File: config.mk
export PLATFORM = sky130hd
export DESIGN_NAME = jtag_dbg_bridge
export DESIGN_NICKNAME = d
export VERILOG_FILES = /design/src/rtl/jdb_pkg.sv /design/src/rtl/jdb_shift.sv /design/src/rtl/jdb_decode.sv /design/src/rtl/jdb_periph_stub.sv /design/src/rtl/jtag_dbg_bridge.sv
export SDC_FILE = /design/constraint.sdc
export NUM_CORES = 1
export LEC_CHECK = 0
export ABC_AREA = 1
export BUFFER_PORTS_ARGS = -buffer_cell sky130_fd_sc_hd__clkbuf_2
export CORE_UTILIZATION = 48
export CTS_CLUSTER_DIAMETER = 60
export DETAILED_ROUTE_END_ITERATION = 7
export GPL_TIMING_DRIVEN = 0
export PLACE_DENSITY = 0.71
export SLEW_MARGIN = 10
export SYNTH_ARGS = -nofsm -noshare
export SYNTH_HDL_FRONTEND = slang
export SYNTH_HIERARCHICAL = 1
export SYNTH_SLANG_ARGS = --single-unit
export TNS_END_PERCENT = 20
File: constraint.sdc
create_clock -name tck_i -period 2.6 [get_ports tck_i]
set_clock_uncertainty 0.05 [all_clocks]
set_input_delay 0.13 -clock tck_i [delete_from_list [all_inputs] [get_ports tck_i]]
set_output_delay 0.13 -clock tck_i [all_outputs]
set_load 0.05 [all_outputs]
File: src/rtl/jdb_pkg.sv
package jdb_pkg;
  localparam int ID_W   = 4;
  localparam int OP_W   = 4;
  localparam int DATA_W = 8;
  localparam int CMD_W  = ID_W + OP_W + DATA_W;
  localparam int N_PER  = 1 << ID_W;
  localparam int N_STUB = 4;

  localparam int PER_STATUS = 0;
  localparam int PER_MUX    = 1;
  localparam int PER_LED    = 2;
  localparam int PER_SW     = 3;

  localparam logic [OP_W-1:0] OP_WRITE = 4'h0;
  localparam logic [OP_W-1:0] OP_READ  = 4'h1;

  typedef struct packed {
    logic [ID_W-1:0]   id;
    logic [OP_W-1:0]   op;
    logic [DATA_W-1:0] data;
  } cmd_t;
endpackage

File: src/rtl/jdb_shift.sv
module jdb_shift
  import jdb_pkg::*;
(
  input  logic             tck_i,
  input  logic             rst_ni,
  input  logic             tlr_i,
  input  logic             sel_i,
  input  logic             capture_i,
  input  logic             shift_i,
  input  logic             tdi_i,
  input  logic [CMD_W-1:0] cap_val_i,
  output logic [CMD_W-1:0] sr_o,
  output logic             tdo_o
);
  logic [CMD_W-1:0] sr_q;

  always_ff @(posedge tck_i or negedge rst_ni) begin
    if (!rst_ni)                sr_q <= '0;
    else if (tlr_i)             sr_q <= '0;
    else if (sel_i && capture_i) sr_q <= cap_val_i;
    else if (sel_i && shift_i)   sr_q <= {tdi_i, sr_q[CMD_W-1:1]};
  end

  assign sr_o  = sr_q;
  assign tdo_o = sr_q[0];
endmodule

File: src/rtl/jdb_decode.sv
module jdb_decode
  import jdb_pkg::*;
(
  input  logic              tck_i,
  input  logic              rst_ni,
  input  logic              tlr_i,
  input  logic              upd_en_i,
  input  cmd_t              sr_i,
  output cmd_t              hold_o,
  output logic [N_PER-1:0]  wr_stb_o,
  output logic [N_PER-1:0]  rd_stb_o,
  output logic [DATA_W-1:0] wdata_o
);
  cmd_t             hold_q;
  logic [N_PER-1:0] wr_d, rd_d, wr_q, rd_q;

  // one strobe bit per peripheral, decoded from the word being updated
  for (genvar i = 0; i < N_PER; i++) begin : g_dec
    assign wr_d[i] = upd_en_i && (sr_i.id == ID_W'(i)) && (sr_i.op == OP_WRITE);
    assign rd_d[i] = upd_en_i && (sr_i.id == ID_W'(i)) && (sr_i.op == OP_READ);
  end

  always_ff @(posedge tck_i or negedge rst_ni) begin
    if (!rst_ni) begin
      hold_q <= '0;
      wr_q   <= '0;
      rd_q   <= '0;
    end else if (tlr_i) begin
      hold_q <= '0;
      wr_q   <= '0;
      rd_q   <= '0;
    end else begin
      if (upd_en_i) hold_q <= sr_i;
      wr_q <= wr_d;
      rd_q <= rd_d;
    end
  end

  assign hold_o   = hold_q;
  assign wr_stb_o = wr_q;
  assign rd_stb_o = rd_q;
  assign wdata_o  = hold_q.data;
endmodule

File: src/rtl/jdb_periph_stub.sv
module jdb_periph_stub
  import jdb_pkg::*;
(
  input  logic                             tck_i,
  input  logic                             rst_ni,
  input  logic                             tlr_i,
  input  logic [N_STUB-1:1]                wr_stb_i,
  input  logic [N_PER-1:0]                 rd_stb_i,
  input  logic [DATA_W-1:0]                wdata_i,
  input  logic [DATA_W-1:0]                status_i,
  output logic [N_STUB-1:1][DATA_W-1:0]    regs_o,
  output logic [DATA_W-1:0]                rd_byte_o
);
  logic [N_PER-1:0][DATA_W-1:0] rd_arr;
  logic [DATA_W-1:0]            rd_sel;
  logic [DATA_W-1:0]            rd_byte_q;

  for (genvar i = 0; i < N_PER; i++) begin : g_per
    if (i == PER_STATUS) begin : g_status
      assign rd_arr[i] = status_i;
    end else if (i < N_STUB) begin : g_reg
      logic [DATA_W-1:0] reg_q;
      always_ff @(posedge tck_i or negedge rst_ni) begin
        if (!rst_ni)          reg_q <= '0;
        else if (wr_stb_i[i]) reg_q <= wdata_i;
      end
      assign rd_arr[i] = reg_q;
      assign regs_o[i] = reg_q;
    end else begin : g_empty
      assign rd_arr[i] = '0;
    end
  end

  // one-hot AND-OR select
  always_comb begin
    rd_sel = '0;
    for (int i = 0; i < N_PER; i++) rd_sel |= rd_arr[i] & {DATA_W{rd_stb_i[i]}};
  end

  always_ff @(posedge tck_i or negedge rst_ni) begin
    if (!rst_ni)        rd_byte_q <= '0;
    else if (tlr_i)     rd_byte_q <= '0;
    else if (|rd_stb_i) rd_byte_q <= rd_sel;
  end

  assign rd_byte_o = rd_byte_q;
endmodule

File: src/rtl/jtag_dbg_bridge.sv
module jtag_dbg_bridge
  import jdb_pkg::*;
(
  input  logic              tck_i,
  input  logic              rst_ni,
  input  logic              tlr_i,
  input  logic              sel_i,
  input  logic              capture_i,
  input  logic              shift_i,
  input  logic              update_i,
  input  logic              tdi_i,
  output logic              tdo_o,
  input  logic [DATA_W-1:0] status_i,
  output logic [N_PER-1:0]  wr_stb_o,
  output logic [N_PER-1:0]  rd_stb_o,
  output logic [DATA_W-1:0] wdata_o,
  output logic [DATA_W-1:0] mux_sel_o,
  output logic [DATA_W-1:0] led_o,
  output logic [DATA_W-1:0] sw_o
);
  logic [CMD_W-1:0]               sr_q;
  cmd_t                           hold_q;
  logic [DATA_W-1:0]              rd_byte;
  logic [CMD_W-1:0]               cap_val;
  logic [N_STUB-1:1][DATA_W-1:0]  regs;

  // response: echo of last command's id/op plus last read byte
  assign cap_val = {hold_q.id, hold_q.op, rd_byte};

  jdb_shift u_shift (
    .tck_i     (tck_i),
    .rst_ni    (rst_ni),
    .tlr_i     (tlr_i),
    .sel_i     (sel_i),
    .capture_i (capture_i),
    .shift_i   (shift_i),
    .tdi_i     (tdi_i),
    .cap_val_i (cap_val),
    .sr_o      (sr_q),
    .tdo_o     (tdo_o)
  );

  jdb_decode u_dec (
    .tck_i    (tck_i),
    .rst_ni   (rst_ni),
    .tlr_i    (tlr_i),
    .upd_en_i (sel_i && update_i),
    .sr_i     (sr_q),
    .hold_o   (hold_q),
    .wr_stb_o (wr_stb_o),
    .rd_stb_o (rd_stb_o),
    .wdata_o  (wdata_o)
  );

  jdb_periph_stub u_stub (
    .tck_i     (tck_i),
    .rst_ni    (rst_ni),
    .tlr_i     (tlr_i),
    .wr_stb_i  (wr_stb_o[N_STUB-1:1]),
    .rd_stb_i  (rd_stb_o),
    .wdata_i   (wdata_o),
    .status_i  (status_i),
    .regs_o    (regs),
    .rd_byte_o (rd_byte)
  );

  assign mux_sel_o = regs[PER_MUX];
  assign led_o     = regs[PER_LED];
  assign sw_o      = regs[PER_SW];
endmodule

==> results.json <==
{
  "start_kind": "flip-flop",
  "cp_top_family": "flip-flops",
  "max_cap_viol_count": 0,
  "portBuffers": 79,
  "io_pins": 81,
  "drt-pass1-iter-count": 4,
  "hp-class": "in2reg",
  "drc": 0,
  "coreArea_um2": 8680,
  "first_global_vias": 3171,
  "status": "finished clean",
  "required_ps": 2420,
  "die_h_um": 96.3,
  "start_util": 0.492,
  "hold_slack_ps": 35.9,
  "yosys-top-cells-count": "nand2_1 (157), dfrtp_1 (96), nor2_1 (46)",
  "grt_pass1_wl_um": 15500,
  "syn_area_um2": 4270,
  "die_w_um": 96.3,
  "vias": 3398,
  "clkSinkCount": 96,
  "period_needed_ps": 1370,
  "vdd_drop_max_mv": 0.257,
  "syn-instance-count": 467,
  "placementRows": 34,
  "p_leak_nw": 2.77,
  "drt-vias-per-instance": 5.06,
  "path_max_fanout": 8,
  "max-slew-margin-rel": 0.490,
  "synthTopCellsByArea": "dfrtp_1 (56%), nand2_1 (14%), mux2_2 (4.2%), nor2_1 (4.0%), nand3_1 (3.9%)",
  "wl_per_cell_um": 14.7,
  "place_ws_ps": 1310,
  "syn-num-nets": 483,
  "p_sw_uw": 627,
  "cts_tree": "built",
  "synth.avg_cell_area_um2": 9.15,
  "num-fill-cells": 775,
  "ys.flop_type": "dfrtp_1",
  "hold_end": "u_shift/sr_o[15]$_DFFE_PN0P_",
  "p_int_mw": 2.08,
  "clock_latency_ps": 360,
  "cts-buffers-inserted": 9,
  "hold_viol_final": 0,
  "p_clk_frac": 0.396,
  "r2r-start": "u_dec/rd_stb_o[1]$_DFF_PN0_",
  "rsz0062_at_grt": "no",
  "synth_seq_area_share": 0.562,
  "pwr-share-seq": 0.554,
  "first_iter_violations": 195,
  "fin_tns_setup_ps": 0,
  "hold_start": "tdi_i",
  "syn_to_final_growth_pct": 18.0,
  "path_clk_slew_ps": 90,
  "post_cts_resized": 0,
  "grt-ovfl-total": 0,
  "nets": 574,
  "design.die.area_um2": 9280,
  "track_usage": 0.225,
  "maxSlewViolCount": 0,
  "cts-root-buf": "clkbuf_8",
  "path_cells": "clkbuf_2",
  "r2r_cells": 4,
  "max_stage_delay_ps": 500,
  "synth_top_area_share": 0.562,
  "setup_ws_ps": 1230,
  "fmax_mhz": 732,
  "r2r_end": "u_stub/rd_byte_o[0]$_DFFE_PN0P_",
  "critPathSlowestCell": "dfrtp_1",
  "antenna_found_initial": 0,
  "power_density_nw_per_um2": 536,
  "multi_input_area_um2": 1570,
  "cp-end-kind": "output port",
  "synth.largest_area_cell": "dfrtp_1",
  "crit_type": "reg2out",
  "cts_setup_buffers": 0,
  "async_flop_share": 1.00,
  "grt_max_degree": 97,
  "holdPathStages": 5,
  "setup_viol": 0,
  "regArea_um2": 2400,
  "clockBufferDepth": 2,
  "synth_edf_count": 0,
  "yosys_warnings": 6,
  "postRouteAntennaNets": 0,
  "wl_um": 9840,
  "worstPathArrival_ps": 1190,
  "ys_ff_latch": 96,
  "antenna_cells": 0,
  "fin_util": 0.581,
  "total_power_mw": 2.70,
  "cts_max_level": 3,
  "final_layout_size_suffix_gt1_frac": 0.279,
  "path_buf_inv": 1,
  "power_frac_comb": 0.050,
  "gp_congestion": 0.809,
  "yosysMostFrequentCell": "nand2_1",
  "rrSetupSlack_ps": 1330,
  "post-dp-hpwl_um": 6980,
  "worstMarginPinSlew_ps": 765,
  "fin_crit_sh": 0.526,
  "synth_cell_types": 24,
  "power.share.switching": 0.232
}
flip-flops by register name, indices dropped and copies added (netlist names):
register / cells
u_dec/rd_stb_o: 16
u_stub/rd_byte_o: 8
u_dec/hold_o: 8
u_stub/g_per.g_reg.reg_q: 24
u_shift/sr_o: 16
u_dec/wdata_o: 8
u_dec/wr_stb_o: 16
metal layers:
layer,up-vias,global-route usage,wire length [um]
li1,1681,-,-
met3,6,0.0434,442
met5,-,0,0
met1,1616,0.303,4590
met4,0,0.0650,78
met2,95,0.369,4720
power groups by stage:
stage	Combinational (mW)	Clock (mW)	Sequential, mW
6_report	0.134	1.07	1.50
3_5_place_dp	0.134	0	1.53
5_1_grt	0.149	1.16	1.50
3_3_place_gp	0.131	0	1.53
2_1_floorplan	0.0655	0	1.53
4_1_cts	0.136	1.10	1.50
through the flow:
stage | cell area [um2] | cells
after floorplan | 4270 | 467
after global placement | 4800 | 654
after detailed placement | 4810 | 654
after CTS | 5040 | 671
after global routing | 5040 | 671
final | 5040 | 671
cell type report:
| type | count | area share |
|---|---|---|
| flip-flops and latches | 96 | 0.477 |
| multi-input cells | 319 | 0.312 |
| repair buffers | 80 | 0.0822 |
| plain buffers | 32 | 0.0434 |
| well taps | 108 | 0.0268 |
| clock buffers | 10 | 0.0253 |
| clock inverters | 6 | 0.0184 |
| inverters | 20 | 0.0151 |
worst max path at each step:
stage                     cells after the start  slack, ps                         from                                    endpoint
final                                         1       1230  u_dec/wr_stb_o[1]$_DFF_PN0_                                 wr_stb_o[1]
after global routing                          1       1180  u_dec/wr_stb_o[1]$_DFF_PN0_                                 wr_stb_o[1]
after CTS                                     1       1220  u_dec/wr_stb_o[1]$_DFF_PN0_                                 wr_stb_o[1]
after detailed placement                      5       1310                        tlr_i                 u_shift/sr_o[7]$_DFFE_PN0P_
after global placement                        1        200                       rst_ni                 u_dec/wr_stb_o[8]$_DFF_PN0_
after floorplan                               2       1220  u_dec/wr_stb_o[2]$_DFF_PN0_  u_stub/g_per[2].g_reg.reg_q[0]$_DFFE_PN0P_
placed cells by master (no fill, tap or decap):
cell type	synthesis	routed
mux2_2	16	16
nor2_2	2	2
nand2_4	3	3
dlygate4sd3_1	0	1
clkinv_2	1	2
nand3_1	33	33
buf_4	12	12
nand4_1	24	24
clkbuf_2	0	78
buf_6	5	5
buf_2	13	13
bufinv_16	0	2
inv_2	3	3
inv_1	16	16
a21oi_4	1	1
clkbuf_1	2	3
clkinvlp_4	0	1
clkinv_4	0	1
nand2_1	157	157
o21ai_0	24	24
clkbuf_8	0	10
inv_8	0	1
nor2_8	2	2
o21ai_1	3	3
nor2_4	2	2
nand2_8	1	1
dfrtp_1	96	96
and2_0	1	1
nand3_2	2	2
nor2_1	46	46
a21oi_1	2	2
cells by family (layout without fill, tap and decap cells):
logic type / Yosys count / after routing / share of synthesized area
compound gates: 30 / 30 / 0.0378
buf+inv: 52 / 148 / 0.0691
flops: 96 / 96 / 0.562
mux: 16 / 16 / 0.0422
simple gates: 273 / 273 / 0.289
what timing repair did:
item | in CTS | in global routing
hold buffers | 1 | 0
endpoints found under the setup margin | 0 | 0
endpoints found under the hold margin | 96 | 0
Power figures use the tool's default switching activity.
